--- config.mk ---
export PLATFORM = sky130hd
export DESIGN_NAME = zz_scan_gen
export DESIGN_NICKNAME = d
export VERILOG_FILES = /design/src/rtl/zz_pkg.sv /design/src/rtl/zz_step_unit.sv /design/src/rtl/zz_scan_fsm.sv /design/src/rtl/zz_lin_addr.sv /design/src/rtl/zz_scan_gen.sv
export SDC_FILE = /design/constraint.sdc
export NUM_CORES = 1
export LEC_CHECK = 0
export CORE_ASPECT_RATIO = 1.75
export CORE_MARGIN = 3
export CORE_UTILIZATION = 43
export DETAILED_ROUTE_END_ITERATION = 7
export GPL_TIMING_DRIVEN = 0
export PLACE_DENSITY = 0.63
export REMOVE_ABC_BUFFERS = 1
export SLEW_MARGIN = 0
export SYNTH_ARGS = -nofsm -noshare
export SYNTH_HDL_FRONTEND = slang
export SYNTH_SLANG_ARGS = --single-unit
--- constraint.sdc ---
create_clock -name clk -period 5.2 [get_ports clk]
set_input_delay 1.3 -clock clk [delete_from_list [all_inputs] [get_ports clk]]
set_output_delay 1.3 -clock clk [all_outputs]
set_load 0.005 [all_outputs]
--- src/rtl/zz_pkg.sv ---
package zz_pkg;

    // unit moves applied to the coordinate
    typedef enum logic [1:0] {
        MV_EAST,
        MV_SOUTH,
        MV_SW,
        MV_NE
    } move_e;

    // sequencer states
    typedef enum logic [3:0] {
        ST_IDLE,
        ST_A_EAST0,
        ST_A_SW,
        ST_A_SOUTH,
        ST_A_NE,
        ST_A_EAST,
        ST_MID_SW,
        ST_B_EAST,
        ST_B_NE,
        ST_B_SOUTH,
        ST_B_SW,
        ST_B_EAST_END,
        ST_TAIL
    } scan_st_e;

endpackage

--- src/rtl/zz_step_unit.sv ---
module zz_step_unit
    import zz_pkg::*;
#(
    parameter int BLK = 8,
    parameter int CW  = $clog2(BLK + 1)
) (
    input  move_e         mv,
    input  logic [CW-1:0] cur_col,
    input  logic [CW-1:0] cur_row,
    output logic [CW-1:0] nxt_col,
    output logic [CW-1:0] nxt_row,
    output logic          hit_left,
    output logic          hit_top,
    output logic          hit_right,
    output logic          hit_bottom
);

    localparam logic [CW-1:0] ONE  = CW'(1);
    localparam logic [CW-1:0] EDGE = CW'(BLK);

    always_comb begin
        nxt_col = cur_col;
        nxt_row = cur_row;
        unique case (mv)
            MV_EAST:  nxt_col = cur_col + ONE;
            MV_SOUTH: nxt_row = cur_row + ONE;
            MV_SW: begin
                nxt_col = cur_col - ONE;
                nxt_row = cur_row + ONE;
            end
            MV_NE: begin
                nxt_col = cur_col + ONE;
                nxt_row = cur_row - ONE;
            end
        endcase
    end

    // edge tests are made on the coordinate that the move produces
    assign hit_left   = (nxt_col == ONE);
    assign hit_top    = (nxt_row == ONE);
    assign hit_right  = (nxt_col == EDGE);
    assign hit_bottom = (nxt_row == EDGE);

endmodule

--- src/rtl/zz_scan_fsm.sv ---
module zz_scan_fsm
    import zz_pkg::*;
#(
    parameter int REPS = 3,
    parameter int RW   = (REPS > 1) ? $clog2(REPS) : 1
) (
    input  logic  clk,
    input  logic  rst_n,
    input  logic  start_ok,
    input  logic  adv,
    input  logic  hit_left,
    input  logic  hit_top,
    input  logic  hit_right,
    input  logic  hit_bottom,
    output move_e mv,
    output logic  idle,
    output logic  tail
);

    localparam logic [RW-1:0] REP_LAST = RW'(REPS - 1);

    scan_st_e      st_q, st_d;
    logic [RW-1:0] rep_q, rep_d;

    // state register
    always_ff @(posedge clk or negedge rst_n) begin
        if (!rst_n) begin
            st_q  <= ST_IDLE;
            rep_q <= '0;
        end else begin
            st_q  <= st_d;
            rep_q <= rep_d;
        end
    end

    // next state
    always_comb begin
        st_d  = st_q;
        rep_d = rep_q;
        unique case (st_q)
            ST_IDLE: begin
                if (start_ok) begin
                    st_d  = ST_A_EAST0;
                    rep_d = '0;
                end
            end
            ST_A_EAST0: if (adv) st_d = ST_A_SW;
            ST_A_SW:    if (adv && hit_left) st_d = ST_A_SOUTH;
            ST_A_SOUTH: if (adv) st_d = ST_A_NE;
            ST_A_NE:    if (adv && hit_top) st_d = ST_A_EAST;
            ST_A_EAST: begin
                if (adv) begin
                    if (rep_q == REP_LAST) begin
                        st_d  = ST_MID_SW;
                        rep_d = '0;
                    end else begin
                        st_d  = ST_A_SW;
                        rep_d = rep_q + RW'(1);
                    end
                end
            end
            ST_MID_SW:  if (adv && hit_left) st_d = ST_B_EAST;
            ST_B_EAST:  if (adv) st_d = ST_B_NE;
            ST_B_NE:    if (adv && hit_right) st_d = ST_B_SOUTH;
            ST_B_SOUTH: if (adv) st_d = ST_B_SW;
            ST_B_SW: begin
                if (adv && hit_bottom) begin
                    if (rep_q == REP_LAST) begin
                        st_d = ST_B_EAST_END;
                    end else begin
                        st_d  = ST_B_EAST;
                        rep_d = rep_q + RW'(1);
                    end
                end
            end
            ST_B_EAST_END: if (adv) st_d = ST_TAIL;
            ST_TAIL:       if (adv) st_d = ST_IDLE;
            default: st_d = ST_IDLE;
        endcase
    end

    // outputs
    always_comb begin
        mv   = MV_EAST;
        idle = 1'b0;
        tail = 1'b0;
        unique case (st_q)
            ST_IDLE:       idle = 1'b1;
            ST_A_EAST0:    mv = MV_EAST;
            ST_A_SW:       mv = MV_SW;
            ST_A_SOUTH:    mv = MV_SOUTH;
            ST_A_NE:       mv = MV_NE;
            ST_A_EAST:     mv = MV_EAST;
            ST_MID_SW:     mv = MV_SW;
            ST_B_EAST:     mv = MV_EAST;
            ST_B_NE:       mv = MV_NE;
            ST_B_SOUTH:    mv = MV_SOUTH;
            ST_B_SW:       mv = MV_SW;
            ST_B_EAST_END: mv = MV_EAST;
            ST_TAIL:       tail = 1'b1;
            default:       idle = 1'b0;
        endcase
    end

endmodule

--- src/rtl/zz_lin_addr.sv ---
module zz_lin_addr #(
    parameter int BLK = 8,
    parameter int CW  = $clog2(BLK + 1),
    parameter int AW  = $clog2(BLK * BLK)
) (
    input  logic [CW-1:0] col,
    input  logic [CW-1:0] row,
    output logic [AW-1:0] lin
);

    localparam int LW = $clog2(BLK);

    logic [AW-1:0] c0, r0;

    assign c0 = AW'(col) - AW'(1);
    assign r0 = AW'(row) - AW'(1);

    generate
        if ((BLK & (BLK - 1)) == 0) begin : g_pow2
            assign lin = (r0 << LW) + c0;
        end else begin : g_mult
            assign lin = (r0 * AW'(BLK)) + c0;
        end
    endgenerate

endmodule

--- src/rtl/zz_scan_gen.sv ---
module zz_scan_gen
    import zz_pkg::*;
#(
    parameter int BLK = 8,
    parameter int CW  = $clog2(BLK + 1),
    parameter int AW  = $clog2(BLK * BLK)
) (
    input  logic          clk,
    input  logic          rst_n,
    input  logic          scan_start,
    input  logic          addr_ready,
    output logic          addr_valid,
    output logic [CW-1:0] addr_col,
    output logic [CW-1:0] addr_row,
    output logic [AW-1:0] addr_lin,
    output logic          addr_last,
    output logic          scan_done
);

    localparam int REPS = BLK / 2 - 1;

    move_e         mv;
    logic          idle, tail, start_ok, adv;
    logic          hit_left, hit_top, hit_right, hit_bottom;
    logic [CW-1:0] col_q, row_q, nxt_col, nxt_row;
    logic          valid_q, done_q;

    assign start_ok = scan_start && idle;
    assign adv      = valid_q && addr_ready;

    zz_scan_fsm #(.REPS(REPS)) u_fsm (
        .clk        (clk),
        .rst_n      (rst_n),
        .start_ok   (start_ok),
        .adv        (adv),
        .hit_left   (hit_left),
        .hit_top    (hit_top),
        .hit_right  (hit_right),
        .hit_bottom (hit_bottom),
        .mv         (mv),
        .idle       (idle),
        .tail       (tail)
    );

    zz_step_unit #(.BLK(BLK), .CW(CW)) u_step (
        .mv         (mv),
        .cur_col    (col_q),
        .cur_row    (row_q),
        .nxt_col    (nxt_col),
        .nxt_row    (nxt_row),
        .hit_left   (hit_left),
        .hit_top    (hit_top),
        .hit_right  (hit_right),
        .hit_bottom (hit_bottom)
    );

    always_ff @(posedge clk or negedge rst_n) begin
        if (!rst_n) begin
            col_q   <= CW'(1);
            row_q   <= CW'(1);
            valid_q <= 1'b0;
            done_q  <= 1'b0;
        end else begin
            done_q <= adv && tail;
            if (start_ok) begin
                col_q   <= CW'(1);
                row_q   <= CW'(1);
                valid_q <= 1'b1;
            end else if (adv) begin
                if (tail) begin
                    valid_q <= 1'b0;
                end else begin
                    col_q <= nxt_col;
                    row_q <= nxt_row;
                end
            end
        end
    end

    zz_lin_addr #(.BLK(BLK), .CW(CW), .AW(AW)) u_lin (
        .col (col_q),
        .row (row_q),
        .lin (addr_lin)
    );

    assign addr_valid = valid_q;
    assign addr_col   = col_q;
    assign addr_row   = row_q;
    assign addr_last  = valid_q && tail;
    assign scan_done  = done_q;

endmodule

======== Word level (Yosys, flattened, before mapping) ========
Cells that the tools add are included.
cells by class
  divide/modulo/power cells ............... 0
  equal/unequal tests ..................... 35
  $lt $le $gt $ge ......................... 0
  reductions and logical operators ........ 22
  mux-type cells .......................... 36
  multiply operators ...................... 0
  shifts and indexed selects .............. 0
  bitwise operators ....................... 0
  add/sub/neg operators ................... 8
operator list
  operator             count
  $mux 4               20
  $pmux 4 s13          1
  $eq 4x4->1 const B   7
  $ne 2x2->1 const B   9
  $eq 4x3->1 const B   4
  $pmux 4 s2           2
  $reduce_and 13->1    1
  $eq 4x1->1 const B   3
  $ne 2x1->1 const B   6
  $pmux 2 s3           2
  $mux 2               5
  $add 4x1->4 const B  2
  $eq 4x2->1 const B   2
  $logic_and 1x1->1    8
  $reduce_or 2->1      4
  $sub 4x1->4 const B  2
  $add 6x6->6          1
  $eq 2x2->1 const B   3
  $mux 1               5
  $reduce_and 5->1     1
  $sub 4x1->5 const B  1
  $logic_not 4->1      1
  $reduce_and 2->1     2
  $reduce_bool 2->1    2
  other kinds (7)      7
storage, ports and cells
  logic and storage cells ................. 107
  RAM bits ................................ 0
  memory bits (read-only) ................. 0
  bits of input ports ..................... 4
  bits in registers ....................... 16
  output and inout port bits .............. 17
  latch bits .............................. 0
  memories ................................ 0

======== Longest topological paths before layout ========
  word-level depth ........................ 10
  gate-level depth with buffers ........... 16
  depth with buffers taken out ............ 15

======== By module ========
From an unflattened synthesis, not the netlist that was laid out.
unflattened totals
  cell total of the unflattened synthesis .. 190
  area total of the unflattened synthesis .. 1,740.4 um^2
by module, submodules not included
  module        area each (um^2)  times used  cells an instance
  zz_scan_fsm   576.8             1           65
  zz_scan_gen   546.8             1           44
  zz_step_unit  462.9             1           63
  zz_lin_addr   153.9             1           18

======== Least setup slack after synthesis ========
OpenSTA, ideal clock, no wires.
  path kind ............................... reg2reg
  start ................................... register u_fsm.st_q[3]
  end ..................................... register u_fsm.st_q[2]
  path buffers ............................ 0
  clock period less this slack ............ 3.329 ns
  slack ................................... 1.871 ns
  cell stages (with the launch flop) ...... 14
  arrival ................................. 3.203 ns
  cells stage by stage .................... dfrtp_1 -> or2_2 -> o21ai_0 -> inv_1 -> ha_1 -> xor2_1 -> ha_1 -> a21oi_1 -> xnor2_1 -> nand2b_1 -> xnor2_1 -> o41ai_4 -> o311ai_2 -> a221o_1
between the ends
  longest elaborated chain between the ends .. 10
ends and longest elaborated chain
  what                                                                 RTL line                              source
  start: declaration                                                   zz_scan_fsm.sv:22                     scan_st_e st_q, st_d;
  start signal: assignment                                             zz_scan_fsm.sv:31                     st_q <= st_d;
  $eq 4x2->1, or another cell as far along                             zz_scan_fsm.sv:40, zz_scan_fsm.sv:87
  $reduce_or 3->1 (no line) / $reduce_or 2->1 (equally long branches)  n/a
  $pmux 2 s3                                                           zz_scan_fsm.sv:87                     unique case (st_q)
  $eq 2x1->1, or another cell as far along                             zz_step_unit.sv:24                    unique case (mv)
  $reduce_or 2->1 (no line)                                            n/a
  $pmux 4 s2                                                           zz_step_unit.sv:24
  $eq 4x4->1, or another cell as far along                             zz_step_unit.sv:42                    assign hit_bottom = (nxt_row == EDGE);
  $logic_and 1x1->1, on equally long branches                          n/a
  $ne 2x1->1 (no line)                                                 n/a
  $reduce_and 13->1 (no line)                                          n/a
Parallel ways exist; a longest one is shown, timed or not.
A chain may end at the register's enable or synchronous reset.

======== Worst setup path in the final report ========
  start ................................... register col_q[0] (netlist: addr_col[0])
  end ..................................... output addr_lin[5]
between the ends
  longest elaborated chain between the ends .. 2
ends and longest elaborated chain
  what                      RTL line           source
  start: declaration        zz_scan_gen.sv:25  logic [CW-1:0] col_q, row_q, nxt_col, nxt_row;
  start signal: assignment  zz_scan_gen.sv:73  col_q <= nxt_col;
  $sub 4x1->5               zz_lin_addr.sv:15  assign c0 = AW'(col) - AW'(1);
  $add 6x6->6               zz_lin_addr.sv:20  assign lin = (r0 << LW) + c0;
  end: declaration          zz_scan_gen.sv:15  output logic [AW-1:0] addr_lin,
No other way between the ends.

==> reports/results.ini <==
[synthesis]
syn_inst=181
synthTopCellsByArea=dfrtp_1 (23%), ha_1 (10%), o21ai_0 (5.6%), xor2_1 (5.2%), inv_1 (4.2%)
ys_ff_latch=16
syn-mean-instance-area_um2=8.32
synth_flop_cell=dfrtp_1
netlist_area_mm2=0.00151
yosysTopAreaCell=dfrtp_1
yosysSeqAreaShare=0.267
synth_warnings=0
synth_top_area_share=0.233
synthArstFlopShare=1.00
ys_types=45
synth_edf_count=0

[worst_setup_path]
worstSetupStartpointType=flip-flop
critical_path_class=reg2out
crit_slowest_cell=dfstp_2
reg2reg_slack_ps=1320
crit_top_cell=xnor2_1
cp.buffers_inverters=2
cp.arrival_ps=2640
slowest_delay_ps=620
cp-end-kind=primary output
crit_family=adder cells
worstPathMaxFanout=9
cp.required_ps=3900
crit_chain=inv_1, ha_1, nor3b_1, fa_1, xnor2_1, xnor2_1, clkdlybuf4s50_1

[sta]
fin_skew_ps=9.13
finalCritPeriodShare=0.757
grt_setup_unrepaired=no
setup_viol=0
tns_ps=0
hold_viol=0
whs_ps=537
slew_headroom=0.469
max_freq_mhz=254
tightest_slew_ps=794
slew_violations=0
fin_crit_ps=3940

[route]
drc_errors=0
vias_per_cell=5.77
ant_nets=0
drt-initial-drc-count=40
drt_wl_total_mm=3.80
drt_pass1_iterations=4
dr_total_vias=1391
post_drt_wl_per_cell_um=15.8

[finish]
final_common_cell=clkdlybuf4s50_1
antenna_cells=0
syn2layout_area_growth_pct=16.5
nFillCells=349
drive_gt1_frac=0.0758
final_cell_mix=clkdlybuf4s50_1 (20), inv_1 (17), o21ai_0 (17), dfrtp_1 (14)
final_net_count=216

[place]
dp_hpwl_mm=2.95
io_buffers=20
gp_congestion=0.933

[power_and_ir_drop]
ir_worst_vdd_mv=0.0781
pwr-share-seq=0.511
p_leak_nw=0.788
power_density_mw_per_mm2=139
power.switching_mw=0.0499
swShare=0.205
p_comb_frac=0.024
p_int_mw=0.194
clkPwrFrac=0.466

[clocking]
cts_tree=done
numCtsBuffers=3
clockBufferDepth=2
cts_root_buffer=clkbuf_8
cts_setup_buffers=0
cts_max_level=1
clkLatencyLatePin_ps=250
ctsResizeCount=0
cts.clk_slew.worst_paths_ps=70
cts_hold_buf=0
cts_sinks=16

[global_routing]
grt_util_all_layers=0.187
antenna_found_initial=0
grt-ovfl-total=0
grt_pass1_wl_mm=6.37
grt_max_degree=18
grt_pass1_vias=1395

[hold_path]
hold_class=reg2reg

[job]
max_cap_viol_count=0

[run_status]
outcome=finished clean

[die]
io_pins=21
num_rows=27
fp.coreArea_mm2=0.00324
die_w_um=50.7
dieArea_mm2=0.00428
die_h_um=84.3
start_util=0.465

## logic make-up after synthesis
logic type               count (synthesis)  synth area share
AND/OR/NAND/NOR                         58             0.201
adder cells (fa/ha/maj)                 13             0.113
XOR/XNOR                                14            0.0814
AO/OA/AOI/OAI                           54             0.240
multiplexers                             2            0.0149
buffers and inverters                   24            0.0822
flip-flops                              16             0.267
## metrics by stage
stage	std cells	utilization	setup WS, ps	power, mW	area (um^2)
floorplan	174	-	1870	0.127	1450
global placement	237	0.524	1380	0.133	1700
detailed placement	237	0.524	1350	0.133	1700
CTS	241	0.541	1240	0.248	1760
global route	241	0.541	975	0.252	1760
finish	241	0.541	1260	0.244	1760
## flip-flops by register name, summed over array words and instances (netlist names)
register     flops
addr_row         4
u_fsm.rep_q      2
u_fsm.st_q       4
addr_valid       1
addr_col         4
scan_done        1
## worst paths after layout
kind	start	to	depth (start not counted)
worst max-delay path	addr_col[0]	addr_lin[5]	7
worst min-delay path	addr_row[3]	addr_row[3]	1
worst max register to register	u_fsm.st_q[0]	u_fsm.st_q[2]	15
worst min register to register	addr_row[3]	addr_row[3]	1
max in group asynchronous	rst_n	u_fsm.st_q[0]	1
min in group asynchronous	rst_n	addr_row[1]	1
## layer usage
layer / up-vias / global-route usage / routed length, um
met2: 37 / 0.351 / 2110
met5: - / 0 / 0
met3: 10 / 0.0195 / 87
li1: 671 / - / -
met1: 673 / 0.204 / 1510
met4: 0 / 0.0784 / 98
## Yosys cell counts, types with 2 or more instances
library cell / count
dfstp_2: 2
a21oi_1: 12
or2_2: 2
nand2_1: 12
nor2b_1: 2
and3_1: 2
a31oi_1: 4
o22ai_1: 4
ha_1: 12
clkbuf_1: 2
and2_1: 6
nor3_1: 6
nand3_1: 6
dfrtp_1: 14
a21o_1: 2
a211oi_1: 2
o31ai_1: 3
o21ai_0: 17
buf_6: 4
xnor2_1: 5
nor2_1: 12
nor3b_1: 3
xor2_1: 9
inv_1: 17
## final cells by class
cell class	instances	area [um^2]	share of cell area
inverters	17	63.8	0.0364
flip-flops and latches	16	403	0.230
multi-input cells	141	980	0.558
clock buffers	4	55.1	0.0314
well taps	43	53.8	0.0306
repair buffers	20	200	0.114
## power groups by stage
stage / clock network (mW) / logic (mW) / registers, mW
after floorplan: 0 / 0.000390 / 0.127
after global placement: 0 / 0.00591 / 0.127
after detailed placement: 0 / 0.00602 / 0.127
after CTS: 0.118 / 0.00605 / 0.124
after global routing: 0.121 / 0.00665 / 0.124
final: 0.113 / 0.00581 / 0.124
(Power assumes the default switching activity.)
